$ cat src/rtl/ilk7_pkg.sv
package ilk7_pkg;
  localparam int unsigned ILK_REG_AW      = 5;
  localparam int unsigned ILK_NUM_SRC     = 2;
  localparam int unsigned ILK_NUM_WR      = 3;
  localparam int unsigned ILK_NUM_FE      = 3;
  localparam int unsigned ILK_SYNC_STAGES = 2;

  // Bundle of control decisions produced each cycle.
  typedef struct packed {
    logic hold_pc;
    logic hold_fe;
    logic bubble;
    logic squash;
    logic redirect;
    logic taken;
  } ilk_ctl_t;
endpackage

$ cat src/rtl/ilk7_rst_sync.sv
module ilk7_rst_sync #(
  parameter int unsigned STAGES = 2
) (
  input  logic clk_i,
  input  logic rst_ni,
  output logic live_o
);
  logic [STAGES-1:0] sync_q;
  logic [STAGES-1:0] sync_d;

  always_comb begin
    sync_d = {sync_q[STAGES-2:0], 1'b1};
  end

  always_ff @(posedge clk_i or negedge rst_ni) begin
    if (!rst_ni) begin
      sync_q <= '0;
    end else begin
      sync_q <= sync_d;
    end
  end

  assign live_o = sync_q[STAGES-1];
endmodule

$ cat src/rtl/ilk7_raw_detect.sv
module ilk7_raw_detect #(
  parameter int unsigned AW   = 5,
  parameter int unsigned NSRC = 2,
  parameter int unsigned NWR  = 3
) (
  input  logic [NSRC-1:0][AW-1:0] src_i,
  input  logic [NSRC-1:0]         src_re_i,
  input  logic [NWR-1:0]          wr_vld_i,
  input  logic [NWR-1:0]          wr_we_i,
  input  logic [NWR-1:0][AW-1:0]  wr_dst_i,
  output logic                    hit_o
);
  logic [NSRC-1:0]          src_live;
  logic [NWR-1:0]           wr_live;
  logic [NSRC-1:0][NWR-1:0] match;

  genvar gs, gw;
  generate
    for (gs = 0; gs < NSRC; gs++) begin : g_src
      // Register 0 is hard-wired, so it never carries a dependence.
      assign src_live[gs] = src_re_i[gs] && (src_i[gs] != '0);
    end
    for (gw = 0; gw < NWR; gw++) begin : g_wr
      assign wr_live[gw] = wr_vld_i[gw] && wr_we_i[gw];
    end
    for (gs = 0; gs < NSRC; gs++) begin : g_row
      for (gw = 0; gw < NWR; gw++) begin : g_col
        assign match[gs][gw] = src_live[gs] && wr_live[gw] &&
                               (wr_dst_i[gw] == src_i[gs]);
      end
    end
  endgenerate

  assign hit_o = |match;
endmodule

$ cat src/rtl/ilk7_branch_ctl.sv
module ilk7_branch_ctl #(
  parameter int unsigned NFE = 3
) (
  input  logic [NFE-1:0] fe_br_i,
  input  logic           ex_br_vld_i,
  input  logic           ex_br_taken_i,
  output logic           fetch_block_o,
  output logic           resolve_o,
  output logic           taken_o
);
  // Any branch still ahead of EX stops the fetch of younger slots.
  assign fetch_block_o = |fe_br_i;
  assign resolve_o     = ex_br_vld_i;
  assign taken_o       = ex_br_vld_i && ex_br_taken_i;
endmodule

$ cat src/rtl/ilk7_interlock.sv
module ilk7_interlock
  import ilk7_pkg::*;
#(
  parameter int unsigned AW    = ILK_REG_AW,
  parameter int unsigned NSRC  = ILK_NUM_SRC,
  parameter int unsigned NWR   = ILK_NUM_WR,
  parameter int unsigned NSYNC = ILK_SYNC_STAGES
) (
  input  logic                    clk_i,
  input  logic                    rst_ni,
  input  logic [NSRC-1:0][AW-1:0] id_src_i,
  input  logic [NSRC-1:0]         id_re_i,
  input  logic [NWR-1:0]          wr_vld_i,
  input  logic [NWR-1:0]          wr_we_i,
  input  logic [NWR-1:0][AW-1:0]  wr_dst_i,
  input  logic [ILK_NUM_FE-1:0]   fe_br_i,
  input  logic                    ex_br_vld_i,
  input  logic                    ex_br_taken_i,
  output logic                    hold_pc_o,
  output logic                    hold_if1_o,
  output logic                    hold_if2_o,
  output logic                    hold_id_o,
  output logic                    bubble_ex_o,
  output logic                    squash_if1_o,
  output logic                    squash_if2_o,
  output logic                    squash_id_o,
  output logic                    redirect_o,
  output logic                    redirect_taken_o
);
  logic     live;
  logic     raw_hit;
  logic     fetch_block;
  logic     br_resolve;
  logic     br_taken;
  ilk_ctl_t ctl_d;

  ilk7_rst_sync #(.STAGES(NSYNC)) u_sync (
    .clk_i  (clk_i),
    .rst_ni (rst_ni),
    .live_o (live)
  );

  ilk7_raw_detect #(.AW(AW), .NSRC(NSRC), .NWR(NWR)) u_raw (
    .src_i    (id_src_i),
    .src_re_i (id_re_i),
    .wr_vld_i (wr_vld_i),
    .wr_we_i  (wr_we_i),
    .wr_dst_i (wr_dst_i),
    .hit_o    (raw_hit)
  );

  ilk7_branch_ctl #(.NFE(ILK_NUM_FE)) u_br (
    .fe_br_i       (fe_br_i),
    .ex_br_vld_i   (ex_br_vld_i),
    .ex_br_taken_i (ex_br_taken_i),
    .fetch_block_o (fetch_block),
    .resolve_o     (br_resolve),
    .taken_o       (br_taken)
  );

  always_comb begin
    ctl_d = '0;
    if (live) begin
      ctl_d.hold_fe  = raw_hit;
      ctl_d.bubble   = raw_hit;
      ctl_d.squash   = br_resolve;
      ctl_d.redirect = br_resolve;
      ctl_d.taken    = br_taken;
      // A redirect owns the PC even when the front end is stalled.
      ctl_d.hold_pc  = (raw_hit || fetch_block) && !br_resolve;
    end
  end

  assign hold_pc_o        = ctl_d.hold_pc;
  assign hold_if1_o       = ctl_d.hold_fe;
  assign hold_if2_o       = ctl_d.hold_fe;
  assign hold_id_o        = ctl_d.hold_fe;
  assign bubble_ex_o      = ctl_d.bubble;
  assign squash_if1_o     = ctl_d.squash;
  assign squash_if2_o     = ctl_d.squash;
  assign squash_id_o      = ctl_d.squash;
  assign redirect_o       = ctl_d.redirect;
  assign redirect_taken_o = ctl_d.taken;
endmodule

$ cat config.mk
export PLATFORM = sky130hd
export DESIGN_NAME = ilk7_interlock
export DESIGN_NICKNAME = d
export VERILOG_FILES = /design/src/rtl/ilk7_pkg.sv /design/src/rtl/ilk7_rst_sync.sv /design/src/rtl/ilk7_raw_detect.sv /design/src/rtl/ilk7_branch_ctl.sv /design/src/rtl/ilk7_interlock.sv
export SDC_FILE = /design/constraint.sdc
export NUM_CORES = 1
export LEC_CHECK = 0
export ABC_AREA = 1
export CORE_AREA = 2 2 50 52
export CTS_CLUSTER_DIAMETER = 60
export DETAILED_ROUTE_END_ITERATION = 7
export DIE_AREA = 0 0 52 54
export PLACE_DENSITY = 0.79
export SLEW_MARGIN = 20
export SYNTH_ARGS = -nofsm -noshare
export SYNTH_HDL_FRONTEND = slang
export SYNTH_SLANG_ARGS = --single-unit
$ cat constraint.sdc
create_clock -name clk_i -period 1.3 [get_ports clk_i]
set_clock_uncertainty 0.2 [all_clocks]
set_input_delay 0.13 -clock clk_i [delete_from_list [all_inputs] [get_ports clk_i]]
set_output_delay 0.13 -clock clk_i [all_outputs]
set_load 0.03 [all_outputs]
* After elaboration in Yosys (flattened, before gate mapping)
Index checks and enable logic that the tools add are counted.
Operators by class: equal/unequal tests 6, multiplexer cells 1, reduce and logical (&&, ||, !) cells 25
Operator list (number):
- $eq 5x5->1 | 6
- $logic_and 1x1->1 | 19
- $reduce_bool 5->1 | 2
- $mux 6 | 1
- $reduce_or 6->1 | 1
- $reduce_or 3->1 | 1
- $logic_not 1->1 | 1
- $logic_or 1x1->1 | 1
Word-level totals: flip-flop bits (word level) 2, output and inout port bits 10, logic and storage cells 33

* Logic depth before layout (Yosys ltp)
Gate-level depths: netlist (run 1).
depth after elaboration 8, depth in mapped cells 11, depth with buffers taken out 10

* Modules after synthesis
Synthesis (run 1) repeated with hierarchy kept, for this count alone.
Unflattened totals: cell total of the unflattened synthesis 179, area total of the unflattened synthesis 769.5 um^2
Modules (own cells, without submodules):
- ilk7_raw_detect | instances 1, cells each 154, area an instance 606.8 um^2
- ilk7_interlock | instances 1, cells each 16, area an instance 82.6 um^2
- ilk7_rst_sync | instances 1, cells each 3, area an instance 53.8 um^2
- ilk7_branch_ctl | instances 1, cells each 6, area an instance 26.3 um^2

* Worst setup path before layout (run 1)
Ideal clock, no wire load.
kind input port to output port, start point in wr_vld_i[0], end point out hold_id_o, arrival time 1.140 ns, data required time 0.970 ns, setup slack -0.170 ns, stages 11, path buffers 1, cell sequence nand2_1 inv_1 nand2_1 nor2_2 nand3_2 nor2_2 nor2_2 nand3_2 nand2_1 inv_1 buf_4
On the way: cells in the longest elaborated chain, start to end 5, elaborated cells between the ends (all ways) 7, classes of those cells 1 x mux; 6 x reduce/logical
Ends and longest elaborated chain:
- start: declaration | RTL line ilk7_interlock.sv:13 | input logic [NWR-1:0] wr_vld_i,
- $logic_and 1x1->1 (*) | RTL line ilk7_raw_detect.sv:24 | assign wr_live[gw] = wr_vld_i[gw] && wr_we_i[gw];
- $logic_and 1x1->1 (2 in series) | RTL line ilk7_raw_detect.sv:28 | assign match[gs][gw] = src_live[gs] && wr_live[gw] &&
- $reduce_or 6->1 (*) | RTL line ilk7_raw_detect.sv:34 | assign hit_o = |match;
- $mux 6 (*) | RTL line ilk7_interlock.sv:63 | if (live) begin
- end: declaration | RTL line ilk7_interlock.sv:22 | output logic hold_id_o,
Every way passes the cells marked *; elsewhere a longest branch is shown, timed or not.

* Worst setup path after layout (run 1)
start point in fe_br_i[1], end point out hold_pc_o
On the way: cells in the longest elaborated chain, start to end 4
Ends and longest elaborated chain:
- start: declaration | RTL line ilk7_interlock.sv:16 | input logic [ILK_NUM_FE-1:0] fe_br_i,
- $reduce_or 3->1 | RTL line ilk7_branch_ctl.sv:12 | assign fetch_block_o = |fe_br_i;
- $logic_or 1x1->1 | RTL line ilk7_interlock.sv:70 | ctl_d.hold_pc = (raw_hit || fetch_block) && !br_resolve;
- $logic_and 1x1->1 | RTL line ilk7_interlock.sv:70
- $mux 6 | RTL line ilk7_interlock.sv:63
- end: declaration | RTL line ilk7_interlock.sv:19 | output logic hold_pc_o,
Every way passes these cells.

==> metrics, run 1 <==
status=finished, violations left; failing checks=setup timing; die height=between 50 and 60 µm; top_reg_cell synth=dfrtp_1; Biggest register=u_sync.sync_q; Overall Global Routing Usage=0.1718; Seq. cell area=50.05 µm²; vias=1095; final setup vio count=5; Routed WL per cell=~9.4 µm; CTS HTree Levels=1; mean area per synthesized cell=4.436 µm²; root buffer cell=clkbuf_4; input/output buffers=between 40 and 50; leak pwr=a little under 0.0008 µW; Synth top cells by count=84 x nand2_1, 26 x inv_1, 24 x nor2_1, 8 x inv_2, 7 x nor2_2; 1st-pass router iterations=4; post-synthesis sequential area ratio=0.06410; mapped cell area=about 780 µm²; Overall Power=roughly 570 µW; Worst Setup Start Kind=input port; DR vias/cell=4.294; largest net degree at the start of global routing=7; largest registers=u_sync.sync_q (2); Synth Instances=176; unrepaired setup endpoints after global routing=yes; final std cells w/o fill=around 260; top post-synthesis cells by area=nand2_1 40%, inv_1 13%, nor2_1 12%; Reg clk slew, reported paths=0.03 ns; area of the multi-input gates=between 600 and 700 µm²; worst stage delay on the critical path=about 0.41 ns; yosys warns=0; reg-to-reg endpoint=u_sync.sync_q[1]; final hold slack=between 0.1 and 0.15 ns; Row Count=18; Synth Area in Adders=0; grt total ovfl=0; slowest CP cell=clkdlybuf4s50_1; CP arrival=between 1 and 1.5 ns; TritonCTS clock tree=built; n_diodes=0; io pins=50; CP max FO=1; Fill cells=approximately 240; worst path cell trace=clkdlybuf4s50_1 > or3_4 > nor2_2 > nor2_2 > buf_6; main combinational cell family by area after synthesis=simple AND/OR/NAND/NOR gates; critical path class=in -> out; Worst VDD drop=between 0.4 and 0.5 mV; Detailed Place HPWL=2.001 mm; Setup crit end kind=output pin; antenna viol nets, final=0; Routed WL=roughly 2.4 mm; Post-Synth Simple-Gate Area=0.6715; mux contribution to synthesized area=0; Clock Latency Late Sink=around 0.22 ns; # placed instances=between 200 and 300; Max Cap Violations=0; Cell variety after synth=16; final max-slew violation count=0; drt drc=0; share of the synthesized area in the top cell type=0.4038; min-delay src=u_sync.sync_q[0]; CTS Buffer Depth=2; post-synthesis xor/xnor area fraction=0; CTS Buf Count=3; Hold Vio Cnt, Final=0; Synthesized Nets=216; Critical path origin=fe_br_i[1]; number of flops mapped to enable cells by yosys=0; DRT iter0 DRCs=15; HP Class=reg -> reg; vias in the first global route=921; Max Clk Rate=670.2 MHz; max reg flops=2; fin crit period=1.492 ns; CP Capture Point=hold_pc_o; Final Worst Setup Slack=-0.1920 ns; R2R depth=0; Chip Width=between 50 and 60 µm; Synth Area in Compound Gates=0.03846; Die ar.=roughly 2800 µm²; antenna violations before repair=0; setup slack, reg-to-reg=0.64 ns; Seq cells post-synth=2; count leader, synth=nand2_1; RD Place Congestion=a little over 0.9; Area Overhead vs Synth=65.22%; reg2reg start=u_sync.sync_q[0]; Nets=267; Initial Utilization=0.3366; most frequent CP cell=nor2_2; core footprint=roughly 2300 µm²; pre-CTS setup slack=-0.6171 ns; TritonCTS Sinks=2; power per cell area=approximately 440 nW/µm²; layout cells sized above 1=0.4311; async set-or-reset flop fraction in the synthesized netlist=1.000; Worst EP required=a little under 1 ns; first-pass GRT wire length=around 3.7 mm; Period Utilization, post-route=1.148; Synth area leader=nand2_1
cell families after synthesis:
group / after synthesis
buffers and inverters: 40
other: 1
and+or+nand+nor: 127
DFF: 2
AOI/OAI and AO/OA: 6
worst max-delay path: cells and delay by family:
kind / cells / cell delay, ns
buf+inv: 2 / 0.54
simple gates: 3 / 0.50
stage by stage:
stage / TNS (ns) / util / area [µm²]
3_5_place_dp: -3.072 / 0.5426 / 1259
4_1_cts: -0.9130 / 0.5361 / 1244
5_1_grt: -1.164 / 0.5561 / 1290
3_3_place_gp: -3.104 / 0.5426 / 1259
2_1_floorplan: 0 / - / 797.0
6_report: -0.7607 / 0.5561 / 1290
final cells by class:
class	count	area share
Clock buffer	3	0.01746
Inverter	34	0.1048
Multi-Input combinational cell	134	0.4762
Sequential cell	2	0.03880
Tap cell	30	0.02910
Timing Repair Buffer	52	0.3337
how the worst min path moves through the flow:
| stage | to | cells past startpoint |
|---|---|---|
| after detailed placement | u_sync.sync_q[0] | 1 |
| after global placement | u_sync.sync_q[0] | 1 |
| after floorplan | u_sync.sync_q[0] | 0 |
| after CTS | u_sync.sync_q[1] | 0 |
| final | u_sync.sync_q[1] | 0 |
| after global routing | u_sync.sync_q[1] | 0 |
per-layer routing:
layer / vias to the layer above / part of all wire / global-route usage
li1: 611 / - / -
met5: - / 0 / 0
met1: 448 / 0.45 / 0.2306
met3: 0 / 0.061 / 0.01667
met2: 36 / 0.49 / 0.3080
met4: 0 / 0 / 0.01316
where the power goes:
part	switching, µW	leakage [µW]	total, µW	internal (µW)
combinational	199	0.000758	366	167
clock	33.2	0.0000138	135	102
sequential	2.13	0.0000233	68.1	65.9
total	234	0.000795	569	335
cell usage in the layout (no fill, tap or decap):
cell type	instances
clkbuf_4	3
clkbuf_2	6
nand3_1	5
nand2_2	11
nor3_2	1
buf_4	8
inv_2	19
dlygate4sd3_1	1
clkdlybuf4s50_1	4
dfrtp_1	2
buf_8	1
inv_4	3
conb_1	1
buf_6	16
o21ai_1	4
dlygate4sd2_1	4
nand3_2	3
nand2_1	74
nand4_1	1
buf_2	12
nor2_1	20
nor2_2	11
or3_4	1
inv_1	12
o21ai_2	2
repair_timing:
item,4_1_cts,5_1_grt
hold buffers,1,0
gates resized for setup,140,49
pin swaps,47,36
endpoints found under the setup margin,5,9
buffers inserted,0,0
hold endpoints to repair,2,0
Note: power is estimated with default switching activity, not from simulation.
==> inputs of run 2 (changes only) <==
--- a/config.mk
+++ b/config.mk
@@ -6,11 +6,14 @@
 export NUM_CORES = 1
 export LEC_CHECK = 0
 export ABC_AREA = 1
-export CORE_AREA = 2 2 50 52
+export CAP_MARGIN = 10
+export CELL_PAD_IN_SITES_DETAIL_PLACEMENT = 1
+export CELL_PAD_IN_SITES_GLOBAL_PLACEMENT = 1
+export CORE_AREA = 2 2 64 66
 export CTS_CLUSTER_DIAMETER = 60
 export DETAILED_ROUTE_END_ITERATION = 7
-export DIE_AREA = 0 0 52 54
-export PLACE_DENSITY = 0.79
+export DIE_AREA = 0 0 66 68
+export PLACE_DENSITY = 0.81
 export SLEW_MARGIN = 20
 export SYNTH_ARGS = -nofsm -noshare
 export SYNTH_HDL_FRONTEND = slang
==> run 2 against run 1 <==
Net effect: the flow still finishes with violations (setup timing); register-to-register slack hardly changed; combinational power up 12%; die area grew 60%; maximum frequency fell by 2.8%; core utilization shrank 19 points; critical endpoint unchanged; sequential share of layout area down 0.35 points; highest routed layer unchanged; worst setup slack got worse by 0.043 ns; sequential power about the same; critical path depth is the same; largest cell class unchanged.
==> metrics, run 2 (synthesis results as in run 1) <==
Fin Setup TNS=-1.058 ns; Critical path origin=fe_br_i[0]; Routed WL per cell=11.61 µm; largest registers=u_sync.sync_q (2); Detailed Place HPWL=around 2.7 mm; core footprint=~3900 µm²; Reg clk slew, reported paths=roughly 0.030 ns; Die ar.=between 4000 and 5000 µm²; Routed WL=between 3 and 4 mm; Chip Width=66 µm; unrepaired setup endpoints after global routing=yes; pre-CTS setup slack=-0.7067 ns; n_diodes=0; Area Overhead vs Synth=81.73%; Max Cap Violations=0; drt drc=0; Initial Utilization=0.2025; largest net degree at the start of global routing=7; input/output buffers=49; Biggest register=u_sync.sync_q; HP Class=reg -> reg; Final Worst Setup Slack=-0.2351 ns; antenna violations before repair=0; vias in the first global route=between 1000 and 1500; Setup crit end kind=output pin; vias=1186; Worst Setup Start Kind=input port; Overall Global Routing Usage=0.1519; most frequent cells in the layout=70 x nand2_1, 20 x inv_2, 20 x buf_6; fin area=1419 µm²; TritonCTS clock tree=built; area of the multi-input gates=about 660 µm²; CTS Buffer Depth=2; Seq. cell area=roughly 50 µm²; status=finished, violations left; Overall Power=approximately 720 µW; final max-slew violation count=0; Clock Latency Late Sink=approximately 0.21 ns; DR vias/cell=about 4.3; power per cell area=between 500 and 600 nW/µm²; CTS HTree Levels=1; RD Place Congestion=approximately 0.85; max reg flops=2; min-delay src=u_sync.sync_q[0]; placed instance area=~1300 µm²; fin crit period=~1.5 ns; first-pass GRT wire length=5.292 mm; CTS Buf Count=3; CP arrival=around 1.2 ns; CP max FO=1; setup slack, reg-to-reg=about 0.64 ns; Worst EP required=0.97 ns; 1st-pass router iterations=4; Worst VDD drop=between 0.3 and 0.4 mV; final setup vio count=10; antenna viol nets, final=0; Fill cells=roughly 550; TritonCTS Sinks=2; grt total ovfl=0; Period Utilization, post-route=1.181; root buffer cell=clkbuf_8; Max Clk Rate=between 600 and 700 MHz; layout cells sized above 1=0.4868; io pins=50; DRT iter0 DRCs=43; failing checks=setup timing; Row Count=23; die height=just under 70 µm; leak pwr=around 0.00084 µW; critical path class=in -> out; Hold Vio Cnt, Final=0; commonest non-fill, non-tap cell in the layout=nand2_1; Nets=270; reg2reg start=u_sync.sync_q[0]
-- run 2: cell count changes in the layout (fill, tap and decap cells not counted), moves of 2 or more --
| cell | change |
|---|---|
| nand2_1 | -4 |
| nand2_4 | +2 |
| clkbuf_4 | -3 |
| nand2_2 | +2 |
| clkbuf_8 | +3 |
| buf_6 | +4 |
| buf_4 | -3 |
| o21ai_1 | -2 |
| o21ai_2 | +2 |
| nor2_4 | +2 |
| dlygate4sd2_1 | -2 |
| buf_2 | +3 |
| nor2_2 | +2 |
| nor2_1 | -4 |
-- run 2: worst paths after layout --
check	cells after the start	end
setup / recovery	5	hold_pc_o
setup reg to reg	0	u_sync.sync_q[1]
hold / removal	0	u_sync.sync_q[1]
min in group asynchronous	2	u_sync.sync_q[1]
max in group asynchronous	2	u_sync.sync_q[0]
hold reg to reg	0	u_sync.sync_q[1]
-- run 2: repair_timing --
action                                 4_1_cts  5_1_grt
setup endpoints to repair                    9       10
gates resized for setup                    163       41
endpoints found under the hold margin        2        0
setup buffers                                0        1
hold buffers                                 1        0
pin swaps                                   41       31
-- run 2: critical path, cell delays in order --
cell,delay (ns)
clkdlybuf4s50_1,0.41
or3_4,0.38
nor2_4,0.11
nor2_2,0.04
buf_6,0.13
-- run 2: per-stage QoR --
stage / std cells / util / hold slack (ns)
4_1_cts: 277 / 0.3488 / 0.1478
3_5_place_dp: 273 / 0.3368 / 0.1025
2_1_floorplan: 176 / - / -0.3656
6_report: 278 / 0.3679 / 0.1435
5_1_grt: 278 / 0.3679 / 0.1426
3_3_place_gp: 273 / 0.3368 / 0.1024
-- run 2: final cells by class --
cell class	count	area share
sequential	2	0.03527
timing repair buffer	55	0.3298
inverter	34	0.09524
tap	50	0.04409
multi-input combinational	134	0.4665
clock buffer	3	0.02910
-- run 2: metal layers --
layer,track usage,part of all wire
met1,0.2053,0.45
met5,0,0
met3,0.01480,0.046
met4,0.01531,0
met2,0.2715,0.50
-- run 2: power breakdown --
group	internal [µW]	total, µW	switching, µW
clock	195	239	43.4
sequential	66.0	68.0	2.06
combinational	183	409	226
==> inputs of run 3 (changes only) <==
--- a/config.mk
+++ b/config.mk
@@ -10,7 +10,7 @@
 export CELL_PAD_IN_SITES_DETAIL_PLACEMENT = 1
 export CELL_PAD_IN_SITES_GLOBAL_PLACEMENT = 1
 export CORE_AREA = 2 2 64 66
-export CTS_CLUSTER_DIAMETER = 60
+export CTS_CLUSTER_DIAMETER = 80
 export DETAILED_ROUTE_END_ITERATION = 7
 export DIE_AREA = 0 0 66 68
 export PLACE_DENSITY = 0.81
==> results of run 3 <==
Final layout, timing and power as in run 2 (identical DEF).
